--- config.mk ---
export PLATFORM = sky130hd
export DESIGN_NAME = pixclk_shaper
export DESIGN_NICKNAME = d
export VERILOG_FILES = /design/src/rtl/pxs_pkg.sv /design/src/rtl/pxs_shape_conv.sv /design/src/rtl/pxs_period.sv /design/src/rtl/pxs_wave.sv /design/src/rtl/pixclk_shaper.sv
export SDC_FILE = /design/constraint.sdc
export NUM_CORES = 1
export LEC_CHECK = 0
export BUFFER_PORTS_ARGS = -buffer_cell sky130_fd_sc_hd__buf_2
export CAP_MARGIN = 30
export CORE_UTILIZATION = 65
export CTS_BUF_LIST = sky130_fd_sc_hd__clkbuf_4
export DETAILED_ROUTE_END_ITERATION = 7
export MAX_ROUTING_LAYER = met4
export PLACE_DENSITY = 0.86
export RECOVER_POWER = 25
export SETUP_SLACK_MARGIN = 0.02
export SLEW_MARGIN = 30
export SYNTH_ARGS = -nofsm -noshare
export SYNTH_HDL_FRONTEND = slang
export SYNTH_SLANG_ARGS = --single-unit
export TNS_END_PERCENT = 30
--- constraint.sdc ---
create_clock -name clk -period 23.8 [get_ports clk]
set_input_delay 3.57 -clock clk [delete_from_list [all_inputs] [get_ports clk]]
set_output_delay 3.57 -clock clk [all_outputs]
set_load 0.005 [all_outputs]
--- src/rtl/pxs_pkg.sv ---
package pxs_pkg;
   localparam int SIXTEENTHS = 16;

   // edge position = floor(floor(div * n / 16) >> drop), truncating twice
   function automatic logic [31:0] frac_edge(input logic [31:0] div_q,
                                             input logic [31:0] n16,
                                             input int          drop);
      logic [31:0] prod;
      prod = div_q * n16;
      return (prod / SIXTEENTHS) >> drop;
   endfunction
endpackage

--- src/rtl/pxs_shape_conv.sv ---
module pxs_shape_conv #(
   parameter int IN_DIV_W  = 16,
   parameter int DIV_W     = 12,
   parameter int FRAC_P    = 4,
   parameter int EDGE_W    = 10,
   parameter int FRAC_E    = 2,
   parameter int SIX_W     = 5,
   parameter int DEF_START = 0,
   parameter int DEF_WIDTH = 7,
   localparam int WORD_W   = DIV_W + 2 * EDGE_W
) (
   input  logic [IN_DIV_W-1:0] div_in,
   input  logic [SIX_W-1:0]    start_in,
   input  logic [SIX_W-1:0]    width_in,
   output logic [WORD_W-1:0]   word
);
   import pxs_pkg::*;

   localparam int DIV_MIN = 4 << FRAC_P;
   localparam int DIV_MAX = (1 << DIV_W) - 1;

   logic [DIV_W-1:0] div_hi;   // after upper clamp
   logic [DIV_W-1:0] div_c;    // after both clamps
   logic [SIX_W:0]   sum16;
   logic             shape_ok;
   logic [SIX_W-1:0] s_eff, w_eff;
   logic [EDGE_W-1:0] rise_v, fall_v;

   generate
      if (IN_DIV_W > DIV_W) begin : g_clamp_top
         always_comb
            div_hi = (32'(div_in) > DIV_MAX) ? DIV_W'(DIV_MAX) : DIV_W'(div_in);
      end else begin : g_no_clamp_top
         always_comb div_hi = DIV_W'(div_in);
      end
   endgenerate

   always_comb begin
      div_c    = (32'(div_hi) < DIV_MIN) ? DIV_W'(DIV_MIN) : div_hi;
      sum16    = (SIX_W+1)'(start_in) + (SIX_W+1)'(width_in);
      shape_ok = (sum16 != '0) && (32'(sum16) <= SIXTEENTHS);
      s_eff    = shape_ok ? start_in : SIX_W'(DEF_START);
      w_eff    = shape_ok ? width_in : SIX_W'(DEF_WIDTH);
      rise_v   = EDGE_W'(frac_edge(32'(div_c), 32'(s_eff), FRAC_P - FRAC_E));
      fall_v   = EDGE_W'(frac_edge(32'(div_c), 32'(s_eff) + 32'(w_eff), FRAC_P - FRAC_E));
      word     = {fall_v, rise_v, div_c};
   end
endmodule

--- src/rtl/pxs_period.sv ---
module pxs_period #(
   parameter int DIV_W  = 12,
   parameter int FRAC_P = 4,
   parameter int TICK_W = DIV_W - FRAC_P + 1
) (
   input  logic              clk,
   input  logic              rst,
   input  logic [DIV_W-1:0]  div_pend,
   output logic              bnd,
   output logic [TICK_W-1:0] cnt_nxt,
   output logic [TICK_W-1:0] cnt_q,
   output logic [TICK_W-1:0] len_q
);
   logic [FRAC_P-1:0] res_q, res_n;   // actual start minus ideal start, in 1/16 tick
   logic [DIV_W-1:0]  rem;
   logic [DIV_W:0]    rem_up;
   logic [TICK_W-1:0] len_n;

   always_comb begin
      bnd     = (cnt_q == TICK_W'(len_q - 1'b1));
      cnt_nxt = bnd ? '0 : TICK_W'(cnt_q + 1'b1);
      rem     = div_pend - DIV_W'(res_q);
      rem_up  = (DIV_W+1)'(rem) + (DIV_W+1)'((1 << FRAC_P) - 1);
      len_n   = TICK_W'(rem_up >> FRAC_P);
      res_n   = FRAC_P'(0) - rem[FRAC_P-1:0];
   end

   always_ff @(posedge clk) begin
      if (rst) begin
         cnt_q <= '0;
         len_q <= TICK_W'(1);
         res_q <= '0;
      end else begin
         cnt_q <= cnt_nxt;
         if (bnd) begin
            len_q <= len_n;
            res_q <= res_n;
         end
      end
   end
endmodule

--- src/rtl/pxs_wave.sv ---
module pxs_wave #(
   parameter int EINT_W = 8,
   parameter int TICK_W = 9
) (
   input  logic              clk,
   input  logic              rst,
   input  logic              bnd,
   input  logic [TICK_W-1:0] cnt_nxt,
   input  logic [EINT_W-1:0] pend_rise,
   input  logic [EINT_W-1:0] pend_fall,
   input  logic [EINT_W-1:0] rst_rise,
   input  logic [EINT_W-1:0] rst_fall,
   output logic [EINT_W-1:0] act_rise,
   output logic [EINT_W-1:0] act_fall,
   output logic              pix,
   output logic              stb
);
   logic [EINT_W-1:0] rise_n, fall_n;

   always_comb begin
      rise_n = bnd ? pend_rise : act_rise;
      fall_n = bnd ? pend_fall : act_fall;
   end

   always_ff @(posedge clk) begin
      if (rst) begin
         act_rise <= rst_rise;
         act_fall <= rst_fall;
         pix      <= 1'b0;
         stb      <= 1'b0;
      end else begin
         act_rise <= rise_n;
         act_fall <= fall_n;
         pix      <= (cnt_nxt >= TICK_W'(rise_n)) && (cnt_nxt < TICK_W'(fall_n));
         stb      <= bnd;
      end
   end
endmodule

--- src/rtl/pixclk_shaper.sv ---
module pixclk_shaper #(
   parameter int IN_DIV_W  = 16,
   parameter int DIV_W     = 12,
   parameter int FRAC_P    = 4,
   parameter int EDGE_W    = 10,
   parameter int FRAC_E    = 2,
   parameter int SIX_W     = 5,
   parameter int DEF_START = 0,
   parameter int DEF_WIDTH = 7,
   parameter int RST_DIV   = 64,
   localparam int WORD_W   = DIV_W + 2 * EDGE_W,
   localparam int TICK_W   = DIV_W - FRAC_P + 1,
   localparam int EINT_W   = EDGE_W - FRAC_E
) (
   input  logic                clk,
   input  logic                rst,
   input  logic                cfg_valid,
   input  logic [IN_DIV_W-1:0] cfg_div,
   input  logic [SIX_W-1:0]    cfg_start,
   input  logic [SIX_W-1:0]    cfg_width,
   output logic                pix_clk,
   output logic                pix_strobe,
   output logic [WORD_W-1:0]   timing_word
);
   initial begin : elab_checks
      assert (FRAC_P >= FRAC_E) else $error("period needs at least as many fraction bits as edges");
      assert (EDGE_W >= DIV_W - (FRAC_P - FRAC_E)) else $error("edge field too narrow for the period");
      assert (DEF_START + DEF_WIDTH <= 16 && DEF_START + DEF_WIDTH > 0) else $error("fallback shape illegal");
      assert ((1 << SIX_W) > 16) else $error("start/width field cannot express 16");
   end

   logic [WORD_W-1:0] conv_word, rst_word, pend_q;
   logic              bnd_w;
   logic [TICK_W-1:0] cnt_nxt_w, cnt_w, len_w;
   logic [EINT_W-1:0] act_rise_w, act_fall_w;

   pxs_shape_conv #(.IN_DIV_W(IN_DIV_W), .DIV_W(DIV_W), .FRAC_P(FRAC_P), .EDGE_W(EDGE_W),
                    .FRAC_E(FRAC_E), .SIX_W(SIX_W), .DEF_START(DEF_START), .DEF_WIDTH(DEF_WIDTH))
   u_conv (.div_in(cfg_div), .start_in(cfg_start), .width_in(cfg_width), .word(conv_word));

   // constant inputs: reset word is the fallback shape on the reset divider
   pxs_shape_conv #(.IN_DIV_W(IN_DIV_W), .DIV_W(DIV_W), .FRAC_P(FRAC_P), .EDGE_W(EDGE_W),
                    .FRAC_E(FRAC_E), .SIX_W(SIX_W), .DEF_START(DEF_START), .DEF_WIDTH(DEF_WIDTH))
   u_rst_conv (.div_in(IN_DIV_W'(RST_DIV)), .start_in('0), .width_in('0), .word(rst_word));

   always_ff @(posedge clk) begin
      if (rst)            pend_q <= rst_word;
      else if (cfg_valid) pend_q <= conv_word;
   end

   pxs_period #(.DIV_W(DIV_W), .FRAC_P(FRAC_P), .TICK_W(TICK_W))
   u_period (.clk(clk), .rst(rst), .div_pend(pend_q[DIV_W-1:0]), .bnd(bnd_w),
             .cnt_nxt(cnt_nxt_w), .cnt_q(cnt_w), .len_q(len_w));

   pxs_wave #(.EINT_W(EINT_W), .TICK_W(TICK_W))
   u_wave (.clk(clk), .rst(rst), .bnd(bnd_w), .cnt_nxt(cnt_nxt_w),
           .pend_rise(pend_q[DIV_W+FRAC_E +: EINT_W]),
           .pend_fall(pend_q[DIV_W+EDGE_W+FRAC_E +: EINT_W]),
           .rst_rise(rst_word[DIV_W+FRAC_E +: EINT_W]),
           .rst_fall(rst_word[DIV_W+EDGE_W+FRAC_E +: EINT_W]),
           .act_rise(act_rise_w), .act_fall(act_fall_w),
           .pix(pix_clk), .stb(pix_strobe));

   assign timing_word = pend_q;
endmodule

==> metrics.txt <==
Total Neg Setup Slack=0 ns; DR vias/cell=between 5 and 6; 1st-iter DRT viols=slightly below 400; global-route wire length before repair=~28000 microns; io pins=63; ys async rst share=0%; post-CTS setup buffers=0; top area cells in the synthesized netlist=dfxtp_1 19%, fa_1 18%, ha_1 12%, nor2_1 8.0%, inv_1 4.7%; # hold bufs at CTS=0; RSZ-0062 raised after global routing=no; Seq cells post-synth=72; Area Growth Syn to Fin=6.77%; EDFF count, synth=0; largest area contributor in the netlist=dfxtp_1; Post-Syn Area=0.00761 sq mm; clock slew at reported path FFs=0.12 ns; crit path kind=in -> reg; H-tree Lvls=3; Core Area=0.0114 sq mm; DRC viols=0; Worst-Margin Slew=between 3 and 4 ns; failing checks=max-capacitance violations, max-slew violations; min-delay worst type=reg -> reg; Slew Limit Fails=72; Crit. End Element=register; antenna viol nets, final=0; initial antenna violation count=0; clock skew=approximately 0.014 ns; maxcap violations=1; CP Launch Type=input port; crit share post-route=about 48%; pwr dens=between 150 and 200 mW/mm^2; CTS max path bufs=2; vias in the first global route=about 6.1k; row count=39; DP Wirelength=about 14000 microns; count of input and output buffers=62; min cycle time layout=approximately 11 ns; Post-Syn Instances=slightly above 900; commonest cells after routing, fill and taps aside=162 x nor2_1, 96 x inv_1, 73 x ha_1; crit path max-delay cell type=a21oi_1; Clock Sink Count=72; Final Setup Violations=0; DRT Wirelength=approximately 17000 microns; Post-synth top flop=dfxtp_1; total number of vias=6423; total CTS buffers=9; die width=around 110 microns; final RePlAce weighted congestion=approximately 0.96; share of the synthesized area in the top cell type=a little under a fifth; outcome=finished with violations; CP required=24.02 ns; flop2flop setup slack=19.45 ns; CTS tree=yes; critical path fanouts, max=16; Post-CTS Resized=0; Leak=3.99 nW; Worst Path Arrival=between 10 and 15 ns; Finished Core Util=71.2%; maximum VDD drop=roughly 190 uV; CP dominant cell by count=fa_1; share of layout cells above drive strength 1=around a tenth; syn_nets=1093; FILL cells=940; die area=around 0.012 sq mm; DR WL/cell=about 15 microns; Layout Nets=~1.1k; Avg Inst Size Synth=between 8 and 9 sq um; worst skew pair latency=between 0.4 and 0.5 ns; most common cell after layout, fill and taps aside=nor2_1; fmax=88.4 MHz; max_slew headroom=-101%; pin count of the biggest net entering global routing=72; Starting Density=66.7%; sequential area share after synthesis=approximately a fifth; synth unique cells=63; GRT Total Usage=roughly 30%; First-pass DRT Iterations=5; Critical Path Max Stage Delay=~0.75 ns; grt ovf=0; Root Buffer=clkbuf_4; Syn. warnings=0; Die H=approximately 110 microns; Hold Violations, Final=0
## logic make-up (layout without fill, tap and decap cells)
group           after synthesis  count (layout)  share of synthesized area, %
xor+xnor                     58              58                          6.77
fa+ha+maj                   143             143                          30.4
compound gates              134             134                          11.8
flops                        72              72                          18.9
mux                          31              31                          4.09
buf+inv                     132             179                          6.57
other cells                   0               1                             0
simple gates                351             351                          21.4
## synthesized netlist by cell type (2+ instances only)
master / instances
nor2_1: 162
inv_1: 96
ha_1: 73
dfxtp_1: 72
fa_1: 70
nand2_1: 68
a21oi_1: 37
xnor2_1: 35
clkbuf_1: 30
mux2i_1: 30
o21ai_0: 24
nor3_1: 23
xor2_1: 22
nor2b_1: 16
a211oi_1: 13
nand3_1: 13
a21o_1: 12
nand2b_1: 11
or3_1: 10
and2_1: 7
and3_1: 7
o21a_1: 6
o21ai_1: 6
or2_2: 6
a31oi_1: 5
a2111oi_0: 4
a211o_1: 4
buf_2: 4
nand3b_1: 4
nand4_1: 4
nor3b_1: 3
nor4_1: 3
o21bai_1: 3
or4_1: 3
a211oi_2: 2
and4_1: 2
o221ai_1: 2
o22ai_1: 2
o311ai_1: 2
or2_1: 2
## path summary, 6_finish.rpt
check / to / from / depth (start not counted)
worst min-delay path: u_period.len_q[8] / u_period.len_q[8] / 2
worst max register to register: u_wave.pix / u_period.len_q[0] / 18
worst max-delay path: timing_word[30] / cfg_start[0] / 29
worst min register to register: u_period.len_q[8] / u_period.len_q[8] / 2
## layout make-up
class | instances | area (sq um) | share of cell area (%)
multi-input cells | 717 | 5690 | 70.0
clock inverters | 7 | 38.8 | 0.477
inverters | 97 | 364 | 4.48
diodes | 1 | 2.50 | 0.0308
flip-flops and latches | 72 | 1440 | 17.7
well taps | 143 | 179 | 2.20
clock buffers | 9 | 67.6 | 0.831
repair buffers | 66 | 344 | 4.23
## metal layers
metal	track usage, %	routed length (microns)	up-vias
li1	-	-	3148
met1	38.8	7470	3008
met2	50.4	8160	222
met3	4.59	1030	45
met4	11.6	527	0
met5	-	0	-
## worst max-delay path: cells and delay by family
kind / cells / cell delay [ns]
AOI/OAI and AO/OA: 11 / 3.23
adders and majority gates: 7 / 2.75
and+or+nand+nor: 6 / 1.45
buffers and inverters: 3 / 0.33
muxes: 1 / 0.14
xor gates and xnor gates: 1 / 0.07
## flip-flops by register name, indices dropped and copies added (netlist names)
name / flops
u_wave.act_fall: 8
u_period.len_q: 9
u_wave.pix: 1
u_period.cnt_q: 9
u_wave.act_rise: 8
timing_word: 32
u_period.res_q: 4
u_wave.stb: 1
## through the flow
step,setup slack [ns],area [sq um],hold slack (ns),std cells,power [mW]
CTS,12.67,8120,0.485,1111,1.37
finish,12.48,8130,0.489,1112,1.36
detailed placement,12.20,8010,0.453,1095,1.30
floorplan,13.15,7610,0.444,921,1.08
global placement,12.44,7990,0.445,1094,1.26
global route,11.97,8130,0.512,1111,1.53
## power by group
part,switching (mW),internal [mW]
sequential,0.0224,0.151
combinational,0.614,0.513
clock,0.0429,0.0203
(Power assumes the default switching activity.)
